### config.mk
export PLATFORM = sky130hd
export DESIGN_NAME = slideMask
export DESIGN_NICKNAME = d
export VERILOG_FILES = /design/src/rtl/slideMaskPkg.sv /design/src/rtl/slideMaskCtl.sv /design/src/rtl/slideMaskPath.sv /design/src/rtl/slideMask.sv
export SDC_FILE = /design/constraint.sdc
export NUM_CORES = 1
export LEC_CHECK = 0
export ABC_AREA = 0
export BUFFER_PORTS_ARGS = -buffer_cell sky130_fd_sc_hd__buf_2
export CAP_MARGIN = 20
export CELL_PAD_IN_SITES_DETAIL_PLACEMENT = 0
export CELL_PAD_IN_SITES_GLOBAL_PLACEMENT = 2
export CORE_MARGIN = 2
export CORE_UTILIZATION = 33
export CTS_CLUSTER_DIAMETER = 100
export CTS_CLUSTER_SIZE = 16
export DETAILED_ROUTE_END_ITERATION = 8
export GPL_ROUTABILITY_DRIVEN = 0
export PLACE_DENSITY_LB_ADDON = 0.1
export SLEW_MARGIN = 20
export SYNTH_ARGS = -nofsm -noshare
export SYNTH_HDL_FRONTEND = slang
export SYNTH_SLANG_ARGS = --single-unit
### constraint.sdc
create_clock -name clk -period 1.7 [get_ports clk]
set_clock_uncertainty 0.05 [all_clocks]
set_input_delay 0.255 -clock clk [delete_from_list [all_inputs] [get_ports clk]]
set_output_delay 0.255 -clock clk [all_outputs]
set_load 0.05 [all_outputs]
### src/rtl/slideMaskPkg.sv
package slideMaskPkg;

  // decoded per-cycle command from the control to the datapath
  typedef struct packed {
    logic load;
    logic shiftDn;
    logic shiftUp;
  } maskCmd_t;

  // partition codes: where the data-only segments sit
  typedef enum logic [2:0] {
    PART_FULL   = 3'd0,
    PART_LO1    = 3'd1,
    PART_LO2    = 3'd2,
    PART_LO3    = 3'd3,
    PART_HI1    = 3'd4,
    PART_HI2    = 3'd5,
    PART_HI3    = 3'd6,
    PART_FULL_B = 3'd7
  } partCode_e;

endpackage

### src/rtl/slideMaskCtl.sv
module slideMaskCtl
  import slideMaskPkg::*;
#(
  parameter int WIDTH = 64,
  parameter int SEG_W = 16
) (
  input  logic             loadEn,
  input  logic             shiftRight,
  input  logic             shiftLeft,
  input  logic [2:0]       partCode,
  output maskCmd_t         cmd,
  output logic [WIDTH-1:0] fieldMask,
  output logic [WIDTH-1:0] hiSel,
  output logic [WIDTH-1:0] loSel
);

  localparam int NSEG = WIDTH / SEG_W;

  logic [2:0] ramDepth;   // segments given to data-only storage
  logic       ramAtLow;   // data-only region at the low end
  logic [NSEG-1:0] segIn;
  logic [NSEG-1:0] segTop;
  logic [NSEG-1:0] segBot;

  // command decode: load first, contradictory shifts cancel
  always_comb begin
    cmd.load    = loadEn;
    cmd.shiftDn = !loadEn && shiftRight && !shiftLeft;
    cmd.shiftUp = !loadEn && shiftLeft && !shiftRight;
  end

  // partition decode
  always_comb begin
    ramAtLow = 1'b1;
    ramDepth = 3'd0;
    case (partCode_e'(partCode))
      PART_LO1: ramDepth = 3'd1;
      PART_LO2: ramDepth = 3'd2;
      PART_LO3: ramDepth = 3'd3;
      PART_HI1: begin ramAtLow = 1'b0; ramDepth = 3'd1; end
      PART_HI2: begin ramAtLow = 1'b0; ramDepth = 3'd2; end
      PART_HI3: begin ramAtLow = 1'b0; ramDepth = 3'd3; end
      default:  ramDepth = 3'd0;
    endcase
    if (int'(ramDepth) > NSEG - 1) ramDepth = 3'(NSEG - 1);
  end

  // per segment: membership and limit position
  for (genvar s = 0; s < NSEG; s++) begin : gSeg
    always_comb begin
      if (ramAtLow) segIn[s] = (s >= int'(ramDepth));
      else          segIn[s] = (s < NSEG - int'(ramDepth));
    end
    if (s == NSEG - 1) begin : gTopEdge
      assign segTop[s] = segIn[s];
    end else begin : gTopMid
      assign segTop[s] = segIn[s] && !segIn[s+1];
    end
    if (s == 0) begin : gBotEdge
      assign segBot[s] = segIn[s];
    end else begin : gBotMid
      assign segBot[s] = segIn[s] && !segIn[s-1];
    end
  end

  // expand segment flags to bit selects
  for (genvar i = 0; i < WIDTH; i++) begin : gBit
    localparam int SEG_IX = i / SEG_W;
    localparam int OFS    = i % SEG_W;
    assign fieldMask[i] = segIn[SEG_IX];
    if (OFS == SEG_W - 1) begin : gHi
      assign hiSel[i] = segTop[SEG_IX];
    end else begin : gHiNo
      assign hiSel[i] = 1'b0;
    end
    if (OFS == 0) begin : gLo
      assign loSel[i] = segBot[SEG_IX];
    end else begin : gLoNo
      assign loSel[i] = 1'b0;
    end
  end

endmodule

### src/rtl/slideMaskPath.sv
module slideMaskPath
  import slideMaskPkg::*;
#(
  parameter int WIDTH = 64
) (
  input  logic             clk,
  input  logic             rstN,
  input  maskCmd_t         cmd,
  input  logic [WIDTH-1:0] loadData,
  input  logic [WIDTH-1:0] fieldMask,
  input  logic [WIDTH-1:0] hiSel,
  input  logic [WIDTH-1:0] loSel,
  output logic [WIDTH-1:0] maskQ
);

  logic [WIDTH-1:0] dnVal;
  logic [WIDTH-1:0] upVal;
  logic [WIDTH-1:0] nextVal;

  for (genvar i = 0; i < WIDTH; i++) begin : gCell
    // shift toward bit 0: take from above unless this is the upper limit
    if (i == WIDTH - 1) begin : gDnTop
      assign dnVal[i] = maskQ[i];
    end else begin : gDnMid
      assign dnVal[i] = (fieldMask[i] && !hiSel[i]) ? maskQ[i+1] : maskQ[i];
    end
    // shift toward the top bit: take from below unless this is the lower limit
    if (i == 0) begin : gUpBot
      assign upVal[i] = maskQ[i];
    end else begin : gUpMid
      assign upVal[i] = (fieldMask[i] && !loSel[i]) ? maskQ[i-1] : maskQ[i];
    end
  end

  always_comb begin
    nextVal = maskQ;
    if (cmd.load)         nextVal = loadData;
    else if (cmd.shiftDn) nextVal = dnVal;
    else if (cmd.shiftUp) nextVal = upVal;
  end

  always_ff @(posedge clk or negedge rstN) begin
    if (!rstN) maskQ <= '0;
    else       maskQ <= nextVal;
  end

endmodule

### src/rtl/slideMask.sv
module slideMask
  import slideMaskPkg::*;
#(
  parameter int WIDTH = 64,
  parameter int SEG_W = 16
) (
  input  logic             clk,
  input  logic             rstN,
  input  logic             loadEn,
  input  logic [WIDTH-1:0] loadData,
  input  logic             shiftRight,
  input  logic             shiftLeft,
  input  logic [2:0]       partCode,
  output logic [WIDTH-1:0] maskOut
);

  maskCmd_t         cmd;
  logic [WIDTH-1:0] fieldMask;
  logic [WIDTH-1:0] hiSel;
  logic [WIDTH-1:0] loSel;

  slideMaskCtl #(.WIDTH(WIDTH), .SEG_W(SEG_W)) i_ctl (
    .loadEn     (loadEn),
    .shiftRight (shiftRight),
    .shiftLeft  (shiftLeft),
    .partCode   (partCode),
    .cmd        (cmd),
    .fieldMask  (fieldMask),
    .hiSel      (hiSel),
    .loSel      (loSel)
  );

  slideMaskPath #(.WIDTH(WIDTH)) i_path (
    .clk       (clk),
    .rstN      (rstN),
    .cmd       (cmd),
    .loadData  (loadData),
    .fieldMask (fieldMask),
    .hiSel     (hiSel),
    .loSel     (loSel),
    .maskQ     (maskOut)
  );

endmodule

==> summary.md, run 1 <==
| Metric | Value |
|---|---|
| Sequential Area | 1602 um2 |
| GRT Total Usage | 0.1638 |
| Setup slack at placement | -1.529 ps |
| CP max-delay cell | dfrtp_1 |
| CP startpoint kind | flip-flop |
| Max reg flops | 64 |
| Worst setup path category | reg2out |
| Syn avg cell area | approximately 10 um2 |
| Critical path capture point type | output port |
| DPL Wire Length | 7542 um |
| Max-slew violation count | 0 |
| Arr. time, crit path | approximately 1100 ps |
| XOR/XNOR Fraction of Synth Area | 0.01127 |
| Commonest non-fill, non-tap cell in the layout | buf_2 |
| Synth unique cells | 35 |
| Compound-Gate Fraction of Synth Area | 0.1202 |
| # setup viols final | 0 |
| Input/output buffers | approximately 140 |
| Post-DR wirelength/cell | ~15 um |
| Max Freq | 733.0 MHz |
| Via count | 3312 |
| Starting Density | 0.3355 |
| DRT Wirelength | roughly 10000 um |
| CP Data Required Time | between 1000 and 1500 ps |
| FILL cells | 1220 |
| Core Rows | 40 |
| Drt first pass iters | 4 |
| Biggest registers after layout | i_path.maskQ x64 |
| Share of cells above drive strength 1 | 0.4245 |
| Chip width | about 110 um |
| Maximum VDD drop | 503.4 uV |
| CTS buffer count | 9 |
| Top reg by flops | i_path.maskQ |
| Largest family of logic cells by synthesized area | multiplexers |
| GR Overflow Total | 0 |
| Fin cells | a little under 700 |
| Post-cts hold buffer count | 1 |
| Synth async-reset ratio | 1.000 |
| Final Hold Vio Count | 0 |
| H-tree level count | 3 |
| Worst path max stage delay | 420 ps |
| Worst Path Buf+Inv | 1 |
| Final Cycle Share | 0.8025 |
| Yosys warns | 0 |
| Post_cts resized | 0 |
| Post-DP Area | ~5000 um2 |
| Pwr/cell area | around 1200 nW/um2 |
| Leak | roughly 2.7 nW |
| Max-Cap Viols | 0 |
| Clock slew at reported path FFs | 50 ps |
| Root Buffer | clkbuf_16 |
| Drt initial violations | about 210 |
| Die H | roughly 110 um |
| TritonCTS Sinks | 64 |
| Min cycle time layout | roughly 1400 ps |
| Crit path max-delay family | flip-flops |
| RSZ-0062 raised after global routing | no |
| CTS tree | done |
| Initial antenna violation count | 0 |
| Nets | 597 |
| Core Region | 11910 um2 |
| Drt via density | 4.892 |
| Worst rel slew slack | 0.7139 |
| Clk buf depth | 2 |
| Number of flops mapped to enable cells by yosys | 0 |
| Most frequent cells in the layout | buf_2, nand2_1, dfrtp_1 |
| Status | complete, no violations |
| Multi-input logic area | roughly 2200 um2 |
| Post-synthesis simple-gate area fraction | 0.08798 |
| Mapped Nets | 460 |
| DRC Markers | 0 |
| Multiplexer share of the synthesized area | 0.3356 |
| Die ar. | around 13000 um2 |
| Largest net degree at the start of global routing | 36 |
| Area Overhead vs Synth | 31.47% |
| Syn Inst Count | 388 |
| Antenna Cells | 0 |
| Placed cell count | 660 |
| Worst setup margin | around 340 ps |
| Worst-path fanout max | 4 |
| Clock Latency Late Sink | between 300 and 400 ps |
| Final Util | 0.4411 |
| Design Area, Final | between 5000 and 6000 um2 |
| Worst hold path type | in2reg |
| CP cell instances | buf_2 |
| Pwr Total | roughly 6.3 mW |
| Most used flip-flop cell after synthesis | dfrtp_1 |
| ANT nets after route | 0 |
| Register area share after synthesis | 0.4008 |
| Adder-cell share of the synthesized area | 0 |
| IO Pins | between 100 and 150 |
| Worst Tran Pin Value | 429.2 ps |
| Syn Std Cell Area | about 4000 um2 |
| Postcts setup bufs | 0 |
| Vias in the first global route | roughly 3200 |
| Synthesis-stage register bit count | 64 |
| Global-route wire length before repair | approximately 17000 um |
-- per-stage QoR --
stage,hold slack (ps),TNS [ps]
finish,73.98,0
global route,81.54,0
CTS,63.78,0
detailed placement,173.7,-1.529
global placement,173.7,0
floorplan,-90.59,0
-- power by group --
part / switching (mW) / total [mW] / internal, mW / leakage [nW]
Clock: 0.662 / 1.76 / 1.10 / 0.145
Sequential: 0.318 / 2.14 / 1.82 / 0.779
Combinational: 1.61 / 2.43 / 0.819 / 1.81
-- metal layers --
layer / routed length [um] / track usage / vias to the layer above / part of all wire
met5: 0 / 0 / - / 0
met4: 185 / 0.07317 / 0 / 0.018
met3: 608 / 0.04145 / 11 / 0.058
met2: 4590 / 0.2460 / 90 / 0.44
met1: 5073 / 0.2229 / 1564 / 0.49
li1: - / - / 1647 / -
-- synth_stat cells, types with 4 or more instances --
cell       n  area share
nand2_1   69       0.065
dfrtp_1   64        0.40
mux2i_1   62        0.16
o21ai_0   48       0.060
mux2_2    36        0.10
o21ai_1   16       0.020
clkbuf_1  13       0.012
mux2_1    12       0.034
mux2_4    12       0.045
buf_2      9       0.011
buf_6      5       0.014
nor2_1     5      0.0047
nand2b_1   4      0.0063
-- worst paths after layout --
| path | from | end | slack [ps] | depth (start not counted) |
|---|---|---|---|---|
| setup / recovery | i_path.maskQ[32] | maskOut[32] | 340 | 1 |
| hold / removal | loadData[47] | i_path.maskQ[47] | 70 | 3 |
| setup reg to reg | i_path.maskQ[29] | i_path.maskQ[30] | 600 | 3 |
| hold reg to reg | i_path.maskQ[58] | i_path.maskQ[58] | 500 | 1 |
| max in group asynchronous | rstN | i_path.maskQ[10] | 710 | 3 |
| min in group asynchronous | rstN | i_path.maskQ[41] | 350 | 2 |
-- logic make-up (layout without fill, tap and decap cells) --
logic type             count (synthesis)  after routing
multiplexers                         122            122
AND/OR/NAND/NOR                       85             85
AO/OA/AOI/OAI                         83             83
flip-flops                            64             64
buffers and inverters                 31            173
XOR/XNOR                               3              3
-- final cells by class --
cell class | count | area share
clock buffers | 13 | 0.05144
clock inverters | 3 | 0.002858
inverters | 1 | 0.0007145
multi-input cells | 293 | 0.4237
flip-flops and latches | 64 | 0.3048
well taps | 147 | 0.03501
repair buffers | 156 | 0.1815
(Power assumes the default switching activity.)
==> run 2, diff against run 1 <==
CORE_UTILIZATION = 28   (was 33)
clock period = 1.2 ns   (was 1.7 ns; I/O delays follow)
==> run 2 against run 1 <==
Non-clock buffer count grew 25. The flow now finishes with violations (negative setup slack). Highest routed layer unchanged. First-iteration DRC count decreased by 46%. Clock power rose by 36%. Largest power group unchanged. Critical path type is now in2reg. Final area up 16%. Worst setup slack got worse by 340 ps.
==> summary.md, run 2 (same netlist as run 1, synthesis figures left out) <==
| Metric | Value |
|---|---|
| Antenna Cells | 0 |
| Worst setup path category | in2reg |
| Drt first pass iters | 4 |
| IO Pins | about 140 |
| Initial antenna violation count | 0 |
| GR Overflow Total | 0 |
| Area Overhead vs Synth | 51.88% |
| # setup viols final | 2 |
| Final Hold Vio Count | 0 |
| CP max-delay cell | mux2_2 |
| Final Cycle Share | 1.003 |
| Placed cell count | around 710 |
| Setup slack at placement | -452.7 ps |
| Worst path max stage delay | between 300 and 400 ps |
| H-tree level count | 3 |
| Worst-path fanout max | 7 |
| Max reg flops | 64 |
| CP Data Required Time | between 1000 and 1500 ps |
| CTS tree | done |
| Largest net degree at the start of global routing | between 60 and 70 |
| Min cycle time layout | approximately 1200 ps |
| Share of cells above drive strength 1 | 0.4819 |
| CTS buffer count | 9 |
| Fin cells | between 700 and 800 |
| Arr. time, crit path | around 1400 ps |
| Starting Density | 0.2868 |
| DRC Markers | 0 |
| Post-DR wirelength/cell | around 15 um |
| DRT Wirelength | 11340 um |
| Worst hold path type | in2reg |
| Top reg by flops | i_path.maskQ |
| Max-Cap Viols | 0 |
| CP startpoint kind | input pin |
| Via count | 3434 |
| Drt via density | around 4.7 |
| Most frequent cells in the layout | nand2_1, buf_2, buf_6 |
| Failing checks | negative setup slack |
| Commonest non-fill, non-tap cell in the layout | nand2_1 |
| TritonCTS Sinks | 64 |
| Chip width | 123.5 um |
| ANT nets after route | 0 |
| CP cell instances | buf_8 > xnor2_2 > a21o_1 > a21oi_4 > clkbuf_16 > mux2_2 |
| Vias in the first global route | 3507 |
| GRT Total Usage | 0.1522 |
| Drt initial violations | around 110 |
| Max-slew violation count | 0 |
| Clock slew at reported path FFs | approximately 50 ps |
| Core Region | 13930 um2 |
| DPL Wire Length | between 7000 and 8000 um |
| Biggest registers after layout | i_path.maskQ x64 |
| Worst Tran Pin Value | 384.5 ps |
| Status | complete, but fails checks |
| Worst rel slew slack | 0.7432 |
| Input/output buffers | 135 |
| Worst setup margin | -3.284 ps |
| RSZ-0062 raised after global routing | yes |
| Root Buffer | clkbuf_16 |
| Clock Latency Late Sink | 330 ps |
| Die H | approximately 120 um |
| Worst hold slack | about 20 ps |
| Global-route wire length before repair | 17980 um |
| Max Freq | around 830 MHz |
| Die ar. | 15240 um2 |
| Clk buf depth | 2 |
| Nets | 623 |
| Core Rows | 43 |
| Pwr/cell area | ~1600 nW/um2 |
| Critical path capture point type | flip-flop |
| Leak | 3.041 nW |
| Maximum VDD drop | 571.9 uV |
==> run 2: cell count changes in the layout (fill, tap and decap cells not counted), sizes merged <==
cell and change:
dlygate4sd3 +2, nand2b +1, clkbuf +3, clkinv -2
buf +20
==> run 2: power by group <==
group / leakage, nW / internal (mW) / total, mW / switching [mW]
Clock: 0.132 / 1.48 / 2.39 / 0.909
Sequential: 0.770 / 2.58 / 3.14 / 0.555
Combinational: 2.14 / 1.84 / 4.20 / 2.35
==> run 2: final cells by class <==
type	count	area, um2
flip-flops and latches	64	1612
clock inverters	1	5.005
well taps	180	225.2
repair buffers	181	1654
fillers	1403	7865
inverters	1	3.754
multi-input cells	294	2310
clock buffers	13	260.3
==> run 2: routing by layer <==
layer  share of wire  up-vias  GRT usage
met5               0        -          0
met4           0.022        0    0.06889
met3           0.056       16    0.03321
met2            0.44       93     0.2321
met1            0.48     1616     0.2057
li1                -     1709          -
==> run 2: worst max-delay path: cells and delay by family <==
kind            cells  cell delay (ps)
compound gates      2              430
xor+xnor            1              130
buf+inv             2              310
mux                 1              320
==> run 2: final timing paths <==
kind / startpoint / end / slack [ps] / depth (start not counted)
setup / recovery: partCode[1] / i_path.maskQ[33] / -3 / 6
hold / removal: loadData[47] / i_path.maskQ[47] / 20 / 3
setup reg to reg: i_path.maskQ[14] / i_path.maskQ[13] / 50 / 4
hold reg to reg: i_path.maskQ[58] / i_path.maskQ[58] / 500 / 1
max in group asynchronous: rstN / i_path.maskQ[19] / 450 / 3
min in group asynchronous: rstN / i_path.maskQ[41] / 340 / 3
==> run 2: through the flow <==
step / TNS, ps / utilization / power, mW / instance area [um2]
2_1_floorplan: -13490 / - / 5.590 / 4078
6_report: -5.455 / 0.4356 / 9.727 / 6070
5_1_grt: -257.1 / 0.4356 / 10.25 / 6070
3_3_place_gp: -21560 / 0.3720 / 6.620 / 5184
4_1_cts: -4.234 / 0.4173 / 9.625 / 5816
3_5_place_dp: -24000 / 0.3720 / 6.653 / 5184
==> run 2: timing repair <==
action / 4_1_cts / 5_1_grt
setup endpoints to repair: 113 / 86
setup buffers: 3 / 2
hold buffers: 3 / 0
gates resized for setup: 106 / 57
gates cloned: 0 / 3
endpoints found under the hold margin: 66 / 0
pin swaps: 0 / 5
